===== config.mk =====
export PLATFORM = sky130hd
export DESIGN_NAME = msg_spi_master
export DESIGN_NICKNAME = d
export VERILOG_FILES = /design/src/rtl/msg_spi_master.sv
export SDC_FILE = /design/constraint.sdc
export NUM_CORES = 1
export LEC_CHECK = 0
export BUFFER_PORTS_ARGS = -buffer_cell sky130_fd_sc_hd__buf_4
export CORE_MARGIN = 2
export CORE_UTILIZATION = 25
export DETAILED_ROUTE_END_ITERATION = 6
export PLACE_DENSITY_LB_ADDON = 0.25
export SYNTH_ARGS = -nofsm -noshare
export SYNTH_HDL_FRONTEND = slang
export SYNTH_SLANG_ARGS = --single-unit
export TNS_END_PERCENT = 10

===== constraint.sdc =====
create_clock -name clk -period 9.55 [get_ports clk]
set_input_delay 0.955 -clock clk [delete_from_list [all_inputs] [get_ports clk]]
set_output_delay 0.955 -clock clk [all_outputs]
set_load 0.02 [all_outputs]

===== src/rtl/msg_spi_master.sv =====
module msg_spi_master #(
  parameter int DEPTH     = 64,
  parameter int NUM_CS    = 4,
  parameter int CTL_W     = 16,
  parameter int TYPE_POS  = 14,
  parameter int BASE_HALF = 1
) (
  input  logic                     clk,
  input  logic                     rst_n,
  input  logic                     reg_we,
  input  logic [$clog2(DEPTH):0]   reg_addr,
  input  logic [15:0]              reg_wdata,
  output logic [15:0]              reg_rdata,
  output logic                     irq,
  output logic                     sclk,
  output logic                     mosi,
  input  logic                     miso,
  output logic [NUM_CS-1:0]        cs_n
);
  localparam int AW  = $clog2(DEPTH) + 1;
  localparam int IW  = $clog2(DEPTH);
  localparam int CW  = $clog2(DEPTH + 1);
  localparam int IDW = (NUM_CS > 1) ? $clog2(NUM_CS) : 1;
  localparam int TW  = $clog2(BASE_HALF * 64) + 1;
  localparam logic [AW-1:0] A_CFG  = AW'(DEPTH);
  localparam logic [AW-1:0] A_MSG  = AW'(DEPTH + 1);
  localparam logic [AW-1:0] A_CMD  = AW'(DEPTH + 2);
  localparam logic [AW-1:0] A_IST  = AW'(DEPTH + 3);
  localparam logic [AW-1:0] A_IMK  = AW'(DEPTH + 4);
  localparam logic [AW-1:0] A_BSY  = AW'(DEPTH + 5);
  localparam logic [AW-1:0] A_TAIL = AW'(DEPTH + 6);
  localparam logic [1:0] T_HDR = 2'd1;
  localparam logic [1:0] T_HDW = 2'd2;
  localparam logic [3:0] OP_GO = 4'h1;

  typedef enum logic [1:0] {S_IDLE, S_SHIFT, S_HOLD} st_t;

  logic [7:0] tx_mem [DEPTH];
  logic [7:0] rx_mem [DEPTH];
  st_t st;
  logic [4:0] cfg;
  logic [CTL_W-1:0] msg_q;
  logic [TW-1:0] tmr, half_q, half_v;
  logic [1:0] typ_q;
  logic [3:0] pre_q, edg;
  logic [CW-1:0] cnt_q, idx, tail, cnt_eff, ld_idx;
  logic [7:0] sr, rxsr, ld_byte;
  logic cpha_q, mosi_q, sclk_q, done_st, mask;
  logic [IDW-1:0] sel;
  logic [TYPE_POS-1:0] cnt_raw;
  logic [2:0] rate_eff;
  logic [1:0] ld_typ;
  logic [3:0] ld_pre;

  wire busy   = st != S_IDLE;
  wire cmd_we = reg_we && reg_addr == A_CMD;
  wire go     = cmd_we && !busy && reg_wdata[3:0] == OP_GO && int'(reg_wdata[15:12]) < NUM_CS;
  wire tick   = tmr == '0;
  wire [1:0] new_typ = msg_q[TYPE_POS+1:TYPE_POS];
  wire cap_en = typ_q != T_HDW && int'(idx) >= int'(pre_q);
  wire [7:0] cap_byte = cpha_q ? {rxsr[6:0], miso} : rxsr;
  wire byte_end = st == S_SHIFT && tick && edg == 4'd15;
  wire last = (idx + 1'b1) == cnt_q;

  assign cnt_raw  = msg_q[TYPE_POS-1:0];
  assign cnt_eff  = (int'(cnt_raw) > DEPTH) ? CW'(DEPTH) : CW'(cnt_raw);
  assign rate_eff = (cfg[2:0] == 3'd7) ? 3'd6 : cfg[2:0];
  assign half_v   = TW'(BASE_HALF) << rate_eff;
  assign ld_idx   = busy ? idx + 1'b1 : '0;
  assign ld_typ   = busy ? typ_q : new_typ;
  assign ld_pre   = busy ? pre_q : reg_wdata[7:4];
  assign ld_byte  = (int'(ld_idx) < int'(ld_pre) || ld_typ != T_HDR) ? tx_mem[ld_idx[IW-1:0]] : 8'h00;

  always_ff @(posedge clk) begin
    if (!rst_n) begin
      st <= S_IDLE; cfg <= '0; msg_q <= '0; tmr <= '0; half_q <= '0;
      typ_q <= '0; pre_q <= '0; edg <= '0; cnt_q <= '0; idx <= '0; tail <= '0;
      sr <= '0; rxsr <= '0; cpha_q <= 1'b0; mosi_q <= 1'b0; sclk_q <= 1'b0;
      done_st <= 1'b0; mask <= 1'b0; sel <= '0;
    end else begin
      if (reg_we && reg_addr == A_CFG) cfg <= reg_wdata[4:0];
      if (reg_we && reg_addr == A_MSG) msg_q <= reg_wdata[CTL_W-1:0];
      if (reg_we && reg_addr == A_IMK) mask <= reg_wdata[0];
      if (reg_we && reg_addr == A_IST && reg_wdata[0]) done_st <= 1'b0;
      case (st)
        S_IDLE: begin
          sclk_q <= cfg[3];
          if (go) begin
            sel <= IDW'(reg_wdata[15:12]);
            typ_q <= new_typ; pre_q <= reg_wdata[7:4]; cnt_q <= cnt_eff;
            idx <= '0; edg <= '0; tail <= '0; cpha_q <= cfg[4];
            half_q <= half_v; tmr <= half_v - 1'b1;
            if (cnt_eff == '0) st <= S_HOLD;
            else begin
              st <= S_SHIFT;
              if (cfg[4]) sr <= ld_byte;
              else begin mosi_q <= ld_byte[7]; sr <= {ld_byte[6:0], 1'b0}; end
            end
          end
        end
        S_SHIFT: begin
          if (tick) begin
            sclk_q <= ~sclk_q;
            edg <= edg + 1'b1;
            tmr <= half_q - 1'b1;
            if (!edg[0] != cpha_q) rxsr <= {rxsr[6:0], miso};
            else begin mosi_q <= sr[7]; sr <= {sr[6:0], 1'b0}; end
            if (edg == 4'd15) begin
              if (cap_en) tail <= tail + 1'b1;
              if (last) st <= S_HOLD;
              else begin
                idx <= idx + 1'b1;
                if (cpha_q) sr <= ld_byte;
                else begin mosi_q <= ld_byte[7]; sr <= {ld_byte[6:0], 1'b0}; end
              end
            end
          end else tmr <= tmr - 1'b1;
        end
        S_HOLD: begin
          if (tick) begin st <= S_IDLE; done_st <= 1'b1; mosi_q <= 1'b0; end
          else tmr <= tmr - 1'b1;
        end
        default: st <= S_IDLE;
      endcase
    end
  end

  always_ff @(posedge clk) begin
    if (reg_we && reg_addr < A_CFG) tx_mem[reg_addr[IW-1:0]] <= reg_wdata[7:0];
    if (byte_end && cap_en) rx_mem[tail[IW-1:0]] <= cap_byte;
  end

  always_comb begin
    reg_rdata = '0;
    if (reg_addr < A_CFG) reg_rdata[7:0] = rx_mem[reg_addr[IW-1:0]];
    else if (reg_addr == A_CFG) reg_rdata[4:0] = cfg;
    else if (reg_addr == A_MSG) reg_rdata[CTL_W-1:0] = msg_q;
    else if (reg_addr == A_IST) reg_rdata[0] = done_st;
    else if (reg_addr == A_IMK) reg_rdata[0] = mask;
    else if (reg_addr == A_BSY) reg_rdata[0] = busy;
    else if (reg_addr == A_TAIL) reg_rdata[CW-1:0] = tail;
  end

  for (genvar g = 0; g < NUM_CS; g++) begin : g_cs
    assign cs_n[g] = !(busy && sel == IDW'(g));
  end

  assign irq  = done_st & mask;
  assign sclk = sclk_q;
  assign mosi = mosi_q;


  cs_onehot_chk: assert property (@(posedge clk) disable iff (!rst_n) $onehot0(~cs_n));

  cs_on_edge_chk: assert property (@(posedge clk) disable iff (!rst_n)
    (busy && !$stable(sclk)) |-> $countones(~cs_n) == 1);

  done_on_end_chk: assert property (@(posedge clk) disable iff (!rst_n) $fell(busy) |-> done_st);

  cmd_ignored_chk: assert property (@(posedge clk) disable iff (!rst_n)
    (busy && cmd_we) |=> ($stable(sel) && $stable(cnt_q)));

  hdw_tail_chk: assert property (@(posedge clk) disable iff (!rst_n)
    (busy && typ_q == T_HDW) |-> tail == '0);

  tail_bound_chk: assert property (@(posedge clk) disable iff (!rst_n) tail <= cnt_q);
endmodule


# Word-level counts from Yosys, hierarchy flattened

Memory sizes are Yosys's and may differ from the RTL's.
Index checks and enable logic that the tools add are counted.

$add $sub $neg: 6
$lt $le $gt $ge: 5
Eq/ne operators: 29
Shifts and indexed selects: 1
Mux-type cells: 71
Bitwise operators: 2
Reductions and logical operators: 42

Operator list:

| cell                | count |
|---|---|
| $mux 7              | 14 |
| $mux 8              | 12 |
| $eq 7x7->1 const B  | 7 |
| $pmux 7 s2          | 2 |
| $pmux 7 s3          | 1 |
| $sub 7x1->7 const B | 3 |
| $mux 1              | 20 |
| $ne 2x2->1 const B  | 10 |
| $logic_and 1x1->1   | 18 |
| $mux 6              | 3 |
| $pmux 8 s2          | 1 |
| $reduce_and 5->1    | 3 |
| $add 7x1->7 const B | 2 |
| $gt 14x7->1 const B | 1 |
| $logic_not 7->1     | 2 |
| $mux 2              | 7 |
| $mux 4              | 3 |
| $mux 11             | 1 |
| $mux 9              | 1 |
| $reduce_and 3->1    | 3 |
| $pmux 4 s2          | 1 |
| $eq 7x7->1          | 1 |
| $ge 7x4->1          | 1 |
| $lt 7x4->1          | 1 |
| other kinds (26)    | 38 |

Register bits after elaboration: 91
Memory bits (writable): 1024
Input bits: 27
Output and inout port bits: 23
Logic and storage cells: 177
Memories kept: 2

Memories:

| memory | depth | width | rd ports | clocked after memory_dff | wr ports | line | source |
|---|---|---|---|---|---|---|---|
| rx_mem | 64    | 8     | 1        | 0                        | 1        | 39   | `logic [7:0] rx_mem [DEPTH];` |
| tx_mem | 64    | 8     | 1        | 0                        | 1        | 38   | `logic [7:0] tx_mem [DEPTH];` |

# Longest topological paths before layout

Gate-level depths: netlist of run 1.

Depth in word-level cells: 10
Gate-level depth with buffers: 18
Mapped depth without buffers: 14

# Least setup slack after synthesis of run 1

No wires, ideal clock.

Path type: input to output
From: input port reg_addr[0]
To: output port reg_rdata[0]
Arrival: 3.521 ns
Data required time: 8.595 ns
Slack: 5.074 ns
Stages on the path: 7
Path through: clkbuf_1 buf_1 mux4_2 mux4_2 mux4_2 nand2_1 o21ai_0

Cells in the longest elaborated chain, start to end: 8
Elaborated cells between the ends (all ways): 15
Classes of those cells: 1 x order compare; 6 x eq/ne; 7 x mux; 1 x memory

RTL lines:

| element            | line | source |
|---|---|---|
| start: declaration | 11   | `input logic [$clog2(DEPTH):0] reg_addr,` |
| $eq 7x7->1         | 141  | `else if (reg_addr == A_TAIL) reg_rdata[CW-1:0] = tail;` |
| $mux 7             | 141  |  |
| $mux 1             | 140  | `else if (reg_addr == A_BSY) reg_rdata[0] = busy;` |
| $mux 1             | 139  | `else if (reg_addr == A_IMK) reg_rdata[0] = mask;` |
| $mux 1             | 138  | `else if (reg_addr == A_IST) reg_rdata[0] = done_st;` |
| $mux 7             | 137  | `else if (reg_addr == A_MSG) reg_rdata[CTL_W-1:0] = msg_q;` |
| $mux 5             | 136  | `else if (reg_addr == A_CFG) reg_rdata[4:0] = cfg;` |
| $mux 8 *           | 135  | `if (reg_addr < A_CFG) reg_rdata[7:0] = rx_mem[reg_addr[IW-1:0]];` |
| end: declaration   | 13   | `output logic [15:0] reg_rdata,` |

Every way passes the cells marked *; elsewhere a longest branch is shown, timed or not.

# Worst setup path in the final report of run 1

Ends and elaborated chain as after synthesis.

==> results by group, run 1 <==
Yosys
  • Synthesis Warnings: 0
  • Synth Area in Compound Gates: under 10%
  • Synth top area cells: edfxtp_1, mux4_2, dfxtp_1
  • Syn Inst Count: 2812
  • Synth Area in XOR/XNOR: 0.735%
  • Seq/Total Area, Yosys: between 70% and 80%
  • Yosys top cell by area: edfxtp_1
  • Post-synth ARST share: 0%
  • Syn Nets: about 2900
  • Synthesis-stage register bit count: ~1100
  • Synthesized area: between 40000 and 50000 um^2
  • Synth Area in Simple Gates: 6.19%
  • Multiplexer share of the synthesized area: around an eighth
  • Top FF cell, synth: edfxtp_1
  • Adder-cell share of the synthesized area: less than 1%
  • Syn Area/Cell: 16.4 um^2
  • Unique masters post-synth: 91
  • Post-synth EDFFs: 1024
  • Post-synth top area share: roughly 67%
  • Largest family of logic cells by synthesized area: multiplexers

Worst setup path
  • CP Cell Sequence: buf_8 -> buf_4 -> mux4_2 -> mux4_2 -> mux4_2 -> nand2_1 -> o21ai_0 -> buf_4
  • CP max stage delay: approximately 0.84 ns
  • FF-to-FF Start: idx[0]
  • Setup crit start: reg_addr[0]
  • FF-to-FF End: sr[1]
  • Crit end category: output port
  • Top cell by count, worst path: mux4_2
  • Slowest stage cell, crit path: buf_4
  • WP data required: ~8.6 ns
  • Arr. time, crit path: between 4 and 5 ns
  • Startpoint Class: primary input
  • R2r worst-path depth: 12
  • Worst-path maximum fanout: between 60 and 70
  • Worst reg2reg setup slack: roughly 4.6 ns
  • Critical path class: in2out

Die
  • Die H: roughly 430 um
  • Area of the die: between 150000 and 200000 um^2
  • Row Count: roughly 160
  • Core Area: between 150000 and 200000 um^2
  • # IOs: 50
  • Initial Utilization: approximately a quarter
  • Die W: approximately 430 um

STA
  • Slew Limit Fails: 0
  • Final min period: about 5.5 ns
  • Unrepaired setup endpoints after global routing: no
  • Clock skew: 0.0364 ns
  • Least-Margin Pin Slew: ~1.3 ns
  • PnR worst setup slack: about 4.0 ns
  • Max Freq: between 150 and 200 MHz
  • Final setup fails: 0
  • Final Cycle Share: 58.0%
  • Final Hold Fails: 0
  • Setup TNS: 0 ns
  • Slew HR: a little over a tenth

Min path
  • Worst Hold Class: reg2reg
  • Hold depth: 2
  • HP Start: rxsr[7]
  • Hold Path End: rxsr[7]

CTS
  • Cts bufs inserted: roughly 110
  • Worst-path clk slew: 0.06 ns
  • Hold Buf Count CTS: 0
  • Total setup buffers inserted after CTS: 0
  • Cts repair resizes: 0
  • Clock buffer depth: 3
  • Clk Latency, worst-skew pair: roughly 0.75 ns
  • CTS Sinks: 1115
  • # H-tree levels: 3
  • CTS tree: yes
  • Clock root buffer: clkbuf_16

Power
  • Peak supply drop: between 0.0001 and 0.00015 V
  • Leakage: between 0.015 and 0.02 uW
  • Pwr Density: approximately 190 nW/um^2

Placed design
  • Dpl hpwl: 80700 um
  • PortBufs: 49
  • Final GP Congestion: around 0.8
  • DP Worst Slack: 3.91 ns

Finish
  • Register area: about 33000 um^2
  • Layout area overhead: 14.9%
  • Final Util: 28.9%
  • Final net count: just under 3000
  • Antenna cells: 0
  • Fillcell total: 18200
  • Most frequent cells in the layout: edfxtp_1, nor2_1, nand2_1
  • Most common cell after layout, fill and taps aside: edfxtp_1
  • Multi-input gate area: 12700 um^2
  • Layout cell share with drive strength beyond 1: a little under a fifth

Detailed routing
  • WL/cell: about 25 um
  • Iter 0 DRT Violations: 2715
  • Routed via count: about 26000
  • DR top layer: met5
  • Vias per inst: 4.81
  • DRT Pass-1 Iters: 6
  • ANT nets after route: 0
  • Drt drc: 0
  • Met1 wire length: around 60000 um
  • Routed wire length: about 130000 um
  • Routed length on met2: 63300 um
  • Routed wl met3: about 7400 um

Global route
  • Pin count of the biggest net entering global routing: 90
  • Antenna violations before repair: 2
  • Gr usage total: between 10 and 15%
  • First-pass GRT wire length: just under 200000 um
  • Vias in the first global route: ~26000
  • Congestion Overflow GR: 0

Run
  • # Max-Cap Violations: 0

Status
  • Status: finished clean
flip-flops by register name, indices dropped and copies added, names as in the netlist, 2 cells and up:
name / flops
tmr: 7
cnt_q: 7
edg: 4
st: 2
idx: 7
half_q: 7
typ_q: 2
cfg: 5
msg_q: 16
sel: 2
rxsr: 8
sr: 8
pre_q: 4
rx_mem: 512
tx_mem: 512
tail: 7
cell families after synthesis:
kind of cell / Yosys count
AOI/OAI and AO/OA: 499
xor gates and xnor gates: 31
adders and majority gates: 18
buffers and inverters: 215
DFF: 1115
muxes: 318
and+or+nand+nor: 616
cell type report:
type	instances	area share (%)
sequential	1115	61.4
multi-input combinational	1482	23.9
tap	2464	5.81
clock buffer	141	5.67
timing repair buffer	116	1.66
clock inverter	73	1.34
inverter	28	0.203
metal layers:
metal,up-vias,GRT usage [%]
li1,11400,-
met1,13600,19.6
met2,817,22.5
met3,184,2.58
met4,2,3.32
met5,-,0
how the worst max path moves through the flow:
| stage | to | cells after the start | slack, ns |
|---|---|---|---|
| 3_3_place_gp | reg_rdata[0] | 8 | 3.88 |
| 4_1_cts | reg_rdata[0] | 8 | 3.91 |
| 6_report | reg_rdata[0] | 8 | 4.01 |
| 3_5_place_dp | reg_rdata[0] | 8 | 3.91 |
| 2_1_floorplan | reg_rdata[0] | 7 | 5.07 |
| 5_1_grt | reg_rdata[0] | 8 | 3.74 |
power by group:
group | leakage [uW] | internal [uW] | switching (uW) | total [uW]
Clock | 0.00181 | 2580 | 1930 | 4510
Sequential | 0.0101 | 5300 | 5.83 | 5300
Combinational | 0.00431 | 171 | 307 | 479
synth_stat cells (6+ instances only):
cell / instances
a21boi_0: 48
xor2_1: 11
o2111ai_1: 8
o21ai_0: 68
nor3_1: 16
nand3_1: 49
nand2_1: 193
inv_1: 23
mux4_2: 189
and3_1: 9
o211ai_1: 22
a2111oi_0: 11
nor2_1: 208
a211oi_1: 20
edfxtp_1: 1024
a22oi_1: 18
or4_1: 6
ha_1: 18
xnor2_1: 15
o31ai_1: 7
a32oi_1: 7
o22ai_1: 111
clkbuf_1: 92
a21oi_1: 30
o221ai_1: 60
and2_1: 26
buf_2: 41
buf_1: 42
nand2b_1: 8
mux2i_1: 58
a21o_1: 8
nand4b_1: 6
a31oi_1: 14
nand3b_1: 17
nand4_1: 8
mux2_2: 68
buf_4: 8
dfxtp_1: 91
nor4_1: 11
or3_1: 8
nor2b_1: 32
worst max-delay path: cells and delay by family:
family | cells | cell delay (ns)
multiplexers | 3 | 1.59
buffers and inverters | 3 | 1.50
AO/OA/AOI/OAI | 1 | 0.17
AND/OR/NAND/NOR | 1 | 0.15
through the flow:
step | instances | hold slack (ns) | area (um^2) | power [uW]
2_1_floorplan | 2812 | 0.441 | 46100 | 5690
3_3_place_gp | 5205 | 0.454 | 49300 | 5890
3_5_place_dp | 5205 | 0.462 | 49300 | 5890
4_1_cts | 5419 | 0.403 | 53000 | 10400
5_1_grt | 5419 | 0.436 | 53000 | 10600
6_report | 5419 | 0.466 | 53000 | 10300
No activity file was read; power rests on OpenSTA's default activity.
==> inputs of run 2 (changes only) <==
==> constraint.sdc (replaced) <==
create_clock -name clk -period 4.8 [get_ports clk]
set_input_delay 0.48 -clock clk [delete_from_list [all_inputs] [get_ports clk]]
set_output_delay 0.48 -clock clk [all_outputs]
set_load 0.02 [all_outputs]
==> run 2 against run 1 <==
  * Sequential share of layout area is 0.76 points lower
  * Combinational power is 100% higher
  * Clock skew is 0.0023 ns higher
  * Critical path type is now reg2reg
  * Register-to-register slack worse by 4.1 ns
  * Global-route usage is 0.28 points higher
  * Sequential power is 100% higher
==> results by group, run 2 (synthesis gave the netlist of run 1 again) <==
Min path
  • Worst Hold Class: in2reg
  • Hold Path End: cfg[2]
  • Hold depth: 3 (+1)
  • HP Start: reg_we

Global route
  • Congestion Overflow GR: 0 (unchanged)
  • Pin count of the biggest net entering global routing: 134 (+49%)
  • Gr usage total: 14.3% (+0.28 points)
  • First-pass GRT wire length: 197000 um (+2.1%)
  • Vias in the first global route: 26700 (+2.6%)
  • Antenna violations before repair: 1 (-1)

STA
  • Final min period: approximately 4.3 ns
  • Clock skew: 0.0388 ns (+0.00234 ns)
  • Final Hold Fails: 0 (unchanged)
  • Final Cycle Share: between 90% and 100%
  • Setup TNS: 0 ns (unchanged)
  • Slew HR: 18.4% (+7.9 points)
  • Max Freq: roughly 230 MHz
  • Unrepaired setup endpoints after global routing: no
  • Least-Margin Pin Slew: 1.19 ns (-0.144 ns)
  • Slew Limit Fails: 0 (unchanged)
  • Final setup fails: 0 (unchanged)

Worst setup path
  • R2r worst-path depth: 12 (unchanged)
  • WP data required: 5.47 ns (-3.13 ns)
  • FF-to-FF Start: st[1]
  • Arr. time, crit path: 5.00 ns (+0.42 ns)
  • Critical path class: reg2reg
  • Worst reg2reg setup slack: 0.48 ns (-4.09 ns)
  • Worst-path maximum fanout: 40 (-40%)
  • FF-to-FF End: sr[1]
  • Crit end category: register
  • Startpoint Class: register

Die
  • Core Area: 183000 um^2 (unchanged)
  • Area of the die: 188000 um^2 (unchanged)
  • # IOs: 50 (unchanged)
  • Die W: 434 um (unchanged)
  • Initial Utilization: 25.2% (unchanged)
  • Row Count: 157 (unchanged)
  • Die H: 434 um (unchanged)

Detailed routing
  • WL/cell: 24.7 um (+0.52%)
  • Vias per inst: 4.81 (about the same)
  • Routed via count: 26400 (+1.5%)
  • Iter 0 DRT Violations: 2373 (-13%)
  • DRT Pass-1 Iters: 5 (-1)
  • Drt drc: 0 (unchanged)
  • Routed wire length: 136000 um (+1.9%)
  • ANT nets after route: 0 (unchanged)

CTS
  • Worst-path clk slew: 0.07 ns (about the same)
  • # H-tree levels: 3 (unchanged)
  • Cts repair resizes: 0 (unchanged)
  • CTS tree: yes
  • Clock buffer depth: 3 (unchanged)
  • Clk Latency, worst-skew pair: 0.75 ns (about the same)
  • Clock root buffer: clkbuf_16
  • CTS Sinks: 1115 (unchanged)
  • Cts bufs inserted: 113 (unchanged)
  • Total setup buffers inserted after CTS: 0 (unchanged)

Placed design
  • Final GP Congestion: 0.827 (+2.7%)
  • Dpl hpwl: 86100 um (+6.7%)
  • PortBufs: 49 (unchanged)

Finish
  • Most common cell after layout, fill and taps aside: edfxtp_1
  • Antenna cells: 0 (unchanged)
  • Fillcell total: 18200 (-0.077%)
  • Layout cell share with drive strength beyond 1: 20.8% (+1.9 points)
  • Most frequent cells in the layout: edfxtp_1, nor2_1, nand2_1
  • Final net count: 2984 (+2.9%)
  • Layout area overhead: 16.4%

Power
  • Final Power: 20300 uW (+97%)
  • Leakage: 0.0166 uW (+2.6%)
  • Peak supply drop: 0.000287 V (+110%)
  • Pwr Density: 377 nW/um^2 (+94%)

Run
  • # Max-Cap Violations: 0 (unchanged)

Status
  • Status: finished clean
run 2: cell types whose count changed in the layout (fill, tap and decap cells not counted), sizes merged:
| cell | before | now |
|---|---|---|
| buf | 116 | 190 |
| bufinv | 13 | 9 |
| clkbuf | 141 | 147 |
| clkinv | 56 | 43 |
| dlygate4sd3 | 0 | 9 |
| inv | 28 | 31 |
run 2: timing repair:
action | CTS | global route
setup endpoints to repair | 0 | 0
endpoints found under the hold margin | 11 | 0
hold buffers | 9 | 0
run 2: routing by layer:
| layer | GRT usage [%] | part of all wire, % |
|---|---|---|
| met1 | 19.6 | 45 |
| met2 | 23.8 | 49 |
| met3 | 2.06 | 4.0 |
| met4 | 3.43 | 2.1 |
| met5 | 0 | 0 |
run 2: critical path: stages, from the launching register on:
cell and delay [ns]:
dfxtp_1 0.33, inv_1 0.14, ha_2 0.45, or2_4 0.58
buf_4 0.42, o22ai_1 0.14, mux2_1 0.32, a211oi_1 0.69
a31oi_1 0.21, a41oi_1 0.45, mux2i_1 0.13, o32a_1 0.31
o21ai_1 0.07
run 2: per-stage QoR:
stage | utilization (%) | hold WS, ns | area, um^2 | setup WS [ns] | cells
finish | 29.3 | 0.104 | 53700 | 0.477 | 5494
global route | 29.3 | 0.0926 | 53700 | 0.289 | 5494
CTS | 29.3 | 0.0581 | 53700 | 0.516 | 5494
detailed placement | 27.3 | 0.471 | 50000 | 0.570 | 5279
global placement | 27.3 | 0.451 | 50000 | 0.634 | 5279
floorplan | - | 0.441 | 46100 | 0.968 | 2812
run 2: how the worst max path moves through the flow:
stage / from / end / slack, ns / cells after the start
detailed placement: tmr[2] / rx_mem[58][4] / 0.57 / 7
floorplan: idx[0] / rx_mem[61][0] / 0.97 / 15
finish: st[1] / sr[1] / 0.48 / 12
global placement: tmr[2] / rx_mem[58][4] / 0.63 / 7
CTS: tmr[2] / rx_mem[58][2] / 0.52 / 7
global route: tmr[2] / rx_mem[58][2] / 0.29 / 7
run 2: final cells by class:
class / count / area, um^2 / share of cell area, %
clock inverters: 59 / 569 / 1.06
clock buffers: 147 / 3020 / 5.62
well taps: 2464 / 3080 / 5.74
inverters: 28 / 108 / 0.200
multi-input cells: 1482 / 12700 / 23.6
repair buffers: 199 / 1680 / 3.13
flip-flops and latches: 1115 / 32600 / 60.7
run 2: power by group:
group | internal [uW] | switching [uW]
registers | 10500 | 11.7
clock network | 4910 | 3820
logic | 368 | 612
total | 15800 | 4440
==> inputs of run 3 (changes only) <==
--- a/config.mk
+++ b/config.mk
@@ -9,7 +9,7 @@
 export CORE_MARGIN = 2
 export CORE_UTILIZATION = 25
 export DETAILED_ROUTE_END_ITERATION = 6
-export PLACE_DENSITY_LB_ADDON = 0.25
+export GPL_TIMING_DRIVEN = 0
 export SYNTH_ARGS = -nofsm -noshare
 export SYNTH_HDL_FRONTEND = slang
 export SYNTH_SLANG_ARGS = --single-unit
==> run 3 against run 2 <==
  * The flow now finishes with violations (max-capacitance violations, negative setup slack)
  * Non-clock buffer count up 44
  * Fmax down 10%
  * Clock-buffer cell count down 23
  * Design area about the same
  * Critical endpoint is now rx_mem[28][3]
==> results by group, run 3 (synthesis gave the netlist of run 1 again) <==
Status
  • Status: finished with violations
  • Failing checks: max-capacitance violations, negative setup slack

Finish
  • Register area: 32600 um^2 (about the same)
  • Final net count: 3020 (+1.2%)
  • Most common cell after layout, fill and taps aside: edfxtp_1
  • Layout cell share with drive strength beyond 1: 20.1% (-0.65 points)
  • Fin cells: 5531 (+0.67%)
  • Layout area overhead: 16.3% (about the same)
  • Fillcell total: 18000 (-0.78%)
  • Multi-input gate area: 13100 um^2 (+3.8%)
  • Post-route cell area: 53600 um^2 (about the same)
  • Most frequent cells in the layout: edfxtp_1, nand2_1, mux4_2

Worst setup path
  • Critical path class: reg2reg
  • Crit end category: register
  • Worst-path maximum fanout: 19 (-53%)
  • Arr. time, crit path: 5.19 ns (+0.19 ns)
  • WP data required: 5.18 ns (-0.29 ns)
  • Startpoint Class: register

Min path
  • Worst Hold Class: in2reg

Detailed routing
  • DRT Pass-1 Iters: 6 (+1)
  • Routed wire length: 141000 um (+3.8%)
  • Routed via count: 28000 (+5.8%)
  • ANT nets after route: 0 (unchanged)
  • WL/cell: 25.5 um (+3.1%)
  • Drt drc: 0 (unchanged)
  • Iter 0 DRT Violations: 4305 (+81%)
  • Vias per inst: 5.06 (+5.1%)

CTS
  • CTS Sinks: 1115 (unchanged)
  • # H-tree levels: 3 (unchanged)
  • Clk Latency, worst-skew pair: 0.73 ns (-0.02 ns)
  • CTS tree: yes
  • Worst-path clk slew: 0.06 ns (about the same)
  • Cts bufs inserted: 105 (-7.1%)
  • Clock buffer depth: 3 (unchanged)
  • Clock root buffer: clkbuf_16

Power
  • Seq pwr share: 52.6% (+0.5 points)
  • Internal power: 15600 uW (-1.5%)
  • Comb power frac: 5.3% (+0.5 points)
  • Leakage: 0.0162 uW (-2.5%)
  • Sw Ratio: 22.3% (+0.36 points)
  • Peak supply drop: 0.000307 V (+7.0%)
  • Pwr Density: 374 nW/um^2 (-0.95%)
  • Part of the power in the clock network: 42.0% (-1.1 points)
  • NetSw: 4470 uW (+0.59%)

Die
  • Die H: 434 um (unchanged)
  • Die W: 434 um (unchanged)
  • Core Area: 183000 um^2 (unchanged)
  • Initial Utilization: 25.2% (unchanged)
  • Area of the die: 188000 um^2 (unchanged)
  • # IOs: 50 (unchanged)
  • Row Count: 157 (unchanged)

Placed design
  • Placed cell area: 49600 um^2 (-0.85%)
  • Final GP Congestion: 0.985 (+19%)
  • PortBufs: 46 (-6.1%)
  • Placed cell count: 5323 (+0.83%)
  • Dpl hpwl: 93700 um (+8.8%)

STA
  • Final min period: 4.81 ns (+0.488 ns)
  • Max Freq: 208 MHz (-10%)
  • Least-Margin Pin Slew: 1.46 ns (+0.265 ns)
  • Slew HR: 2.21% (-16 points)
  • PnR worst setup slack: -0.0110 ns (-0.488 ns)
  • Unrepaired setup endpoints after global routing: yes
  • Final Cycle Share: 100% (+10 points)
  • Clock skew: 0.0347 ns (-0.00413 ns)
  • Final setup fails: 11 (+11)
  • Slew Limit Fails: 0 (unchanged)
  • Final Hold Fails: 0 (unchanged)

Global route
  • Congestion Overflow GR: 0 (unchanged)
  • First-pass GRT wire length: 199000 um (+1.0%)
  • Pin count of the biggest net entering global routing: 69 (-49%)
  • Antenna violations before repair: 6 (+5)
  • Gr usage total: 14.6% (+0.31 points)
  • Vias in the first global route: 26900 (+0.90%)

Run
  • # Max-Cap Violations: 1 (+1)
[run 3: changes by cell type in the layout (fill, tap and decap cells not counted), moves of 11 or more]
| cell | previous run | this run |
|---|---|---|
| buf_12 | 12 | 1 |
| clkinv_1 | 20 | 33 |
| nor2_1 | 208 | 144 |
| nor2_4 | 1 | 40 |
| nor2_2 | 1 | 26 |
| buf_1 | 0 | 37 |
| buf_4 | 176 | 59 |
| clkbuf_1 | 30 | 98 |
| buf_2 | 0 | 38 |
[run 3: metal layers]
metal  wire, um  GRT usage, %
met5         23             0
met4       6520          6.50
met3      11600          2.81
met2      64400          22.5
met1      58600          19.9
[run 3: area by class of cell]
class,count,area share [%]
inverter,28,0.203
clock inverter,72,1.23
buffer,184,1.58
timing repair buffer,59,0.893
clock buffer,124,5.11
tap,2464,5.75
sequential,1115,60.7
multi-input combinational,1482,24.5
antenna,3,0.0140
[run 3: power by group through the flow]
stage | combinational [uW] | sequential [uW] | clock [uW]
2_1_floorplan | 570 | 10800 | 0
3_3_place_gp | 1020 | 10800 | 0
3_5_place_dp | 1030 | 10800 | 0
4_1_cts | 1040 | 10500 | 8490
5_1_grt | 1110 | 10500 | 8870
6_report | 1070 | 10500 | 8430
[run 3: worst max-delay path: stages, from the launching register on]
cell and delay, ns:
dfxtp_1 0.32, buf_6 0.14, inv_2 0.33, buf_4 0.41, clkbuf_4 0.45, ha_1 0.18, nand2b_1 0.09, a21o_1 0.11
a21o_1 0.11, a21oi_1 0.08, or4_1 0.67, nor2_1 0.55, nand3_2 0.50, nor2_4 0.50
[run 3: final timing paths]
| kind | startpoint | cells after the start | slack (ns) | endpoint |
|---|---|---|---|---|
| max | idx[0] | 13 | -0.01 | rx_mem[28][3] |
| max reg2reg | idx[0] | 13 | -0.01 | rx_mem[28][3] |
| min reg2reg | rxsr[7] | 2 | 0.47 | rxsr[7] |
| min | reg_wdata[13] | 3 | 0.04 | msg_q[13] |
[run 3: what timing repair did]
| action | in CTS | in global routing |
|---|---|---|
| setup buffers | 0 | 3 |
| gates resized for setup | 128 | 22 |
| setup endpoints to repair | 528 | 298 |
| hold buffers | 8 | 0 |
| endpoints found under the hold margin | 9 | 0 |
| pin swaps | 2 | 2 |
[run 3: per-stage QoR]
step	util [%]	hold slack, ns	power, uW	worst slack [ns]	setup TNS, ns
after global placement	27.0	0.459	11800	-1.90	-697.59
after CTS	29.2	0.00133	20100	0.0217	0
after floorplan	-	0.441	11300	0.968	0
final	29.3	0.0382	20000	-0.0110	-0.0664
after detailed placement	27.1	0.469	11800	-1.51	-710.76
after global routing	29.3	0.0362	20500	-0.108	-12.09
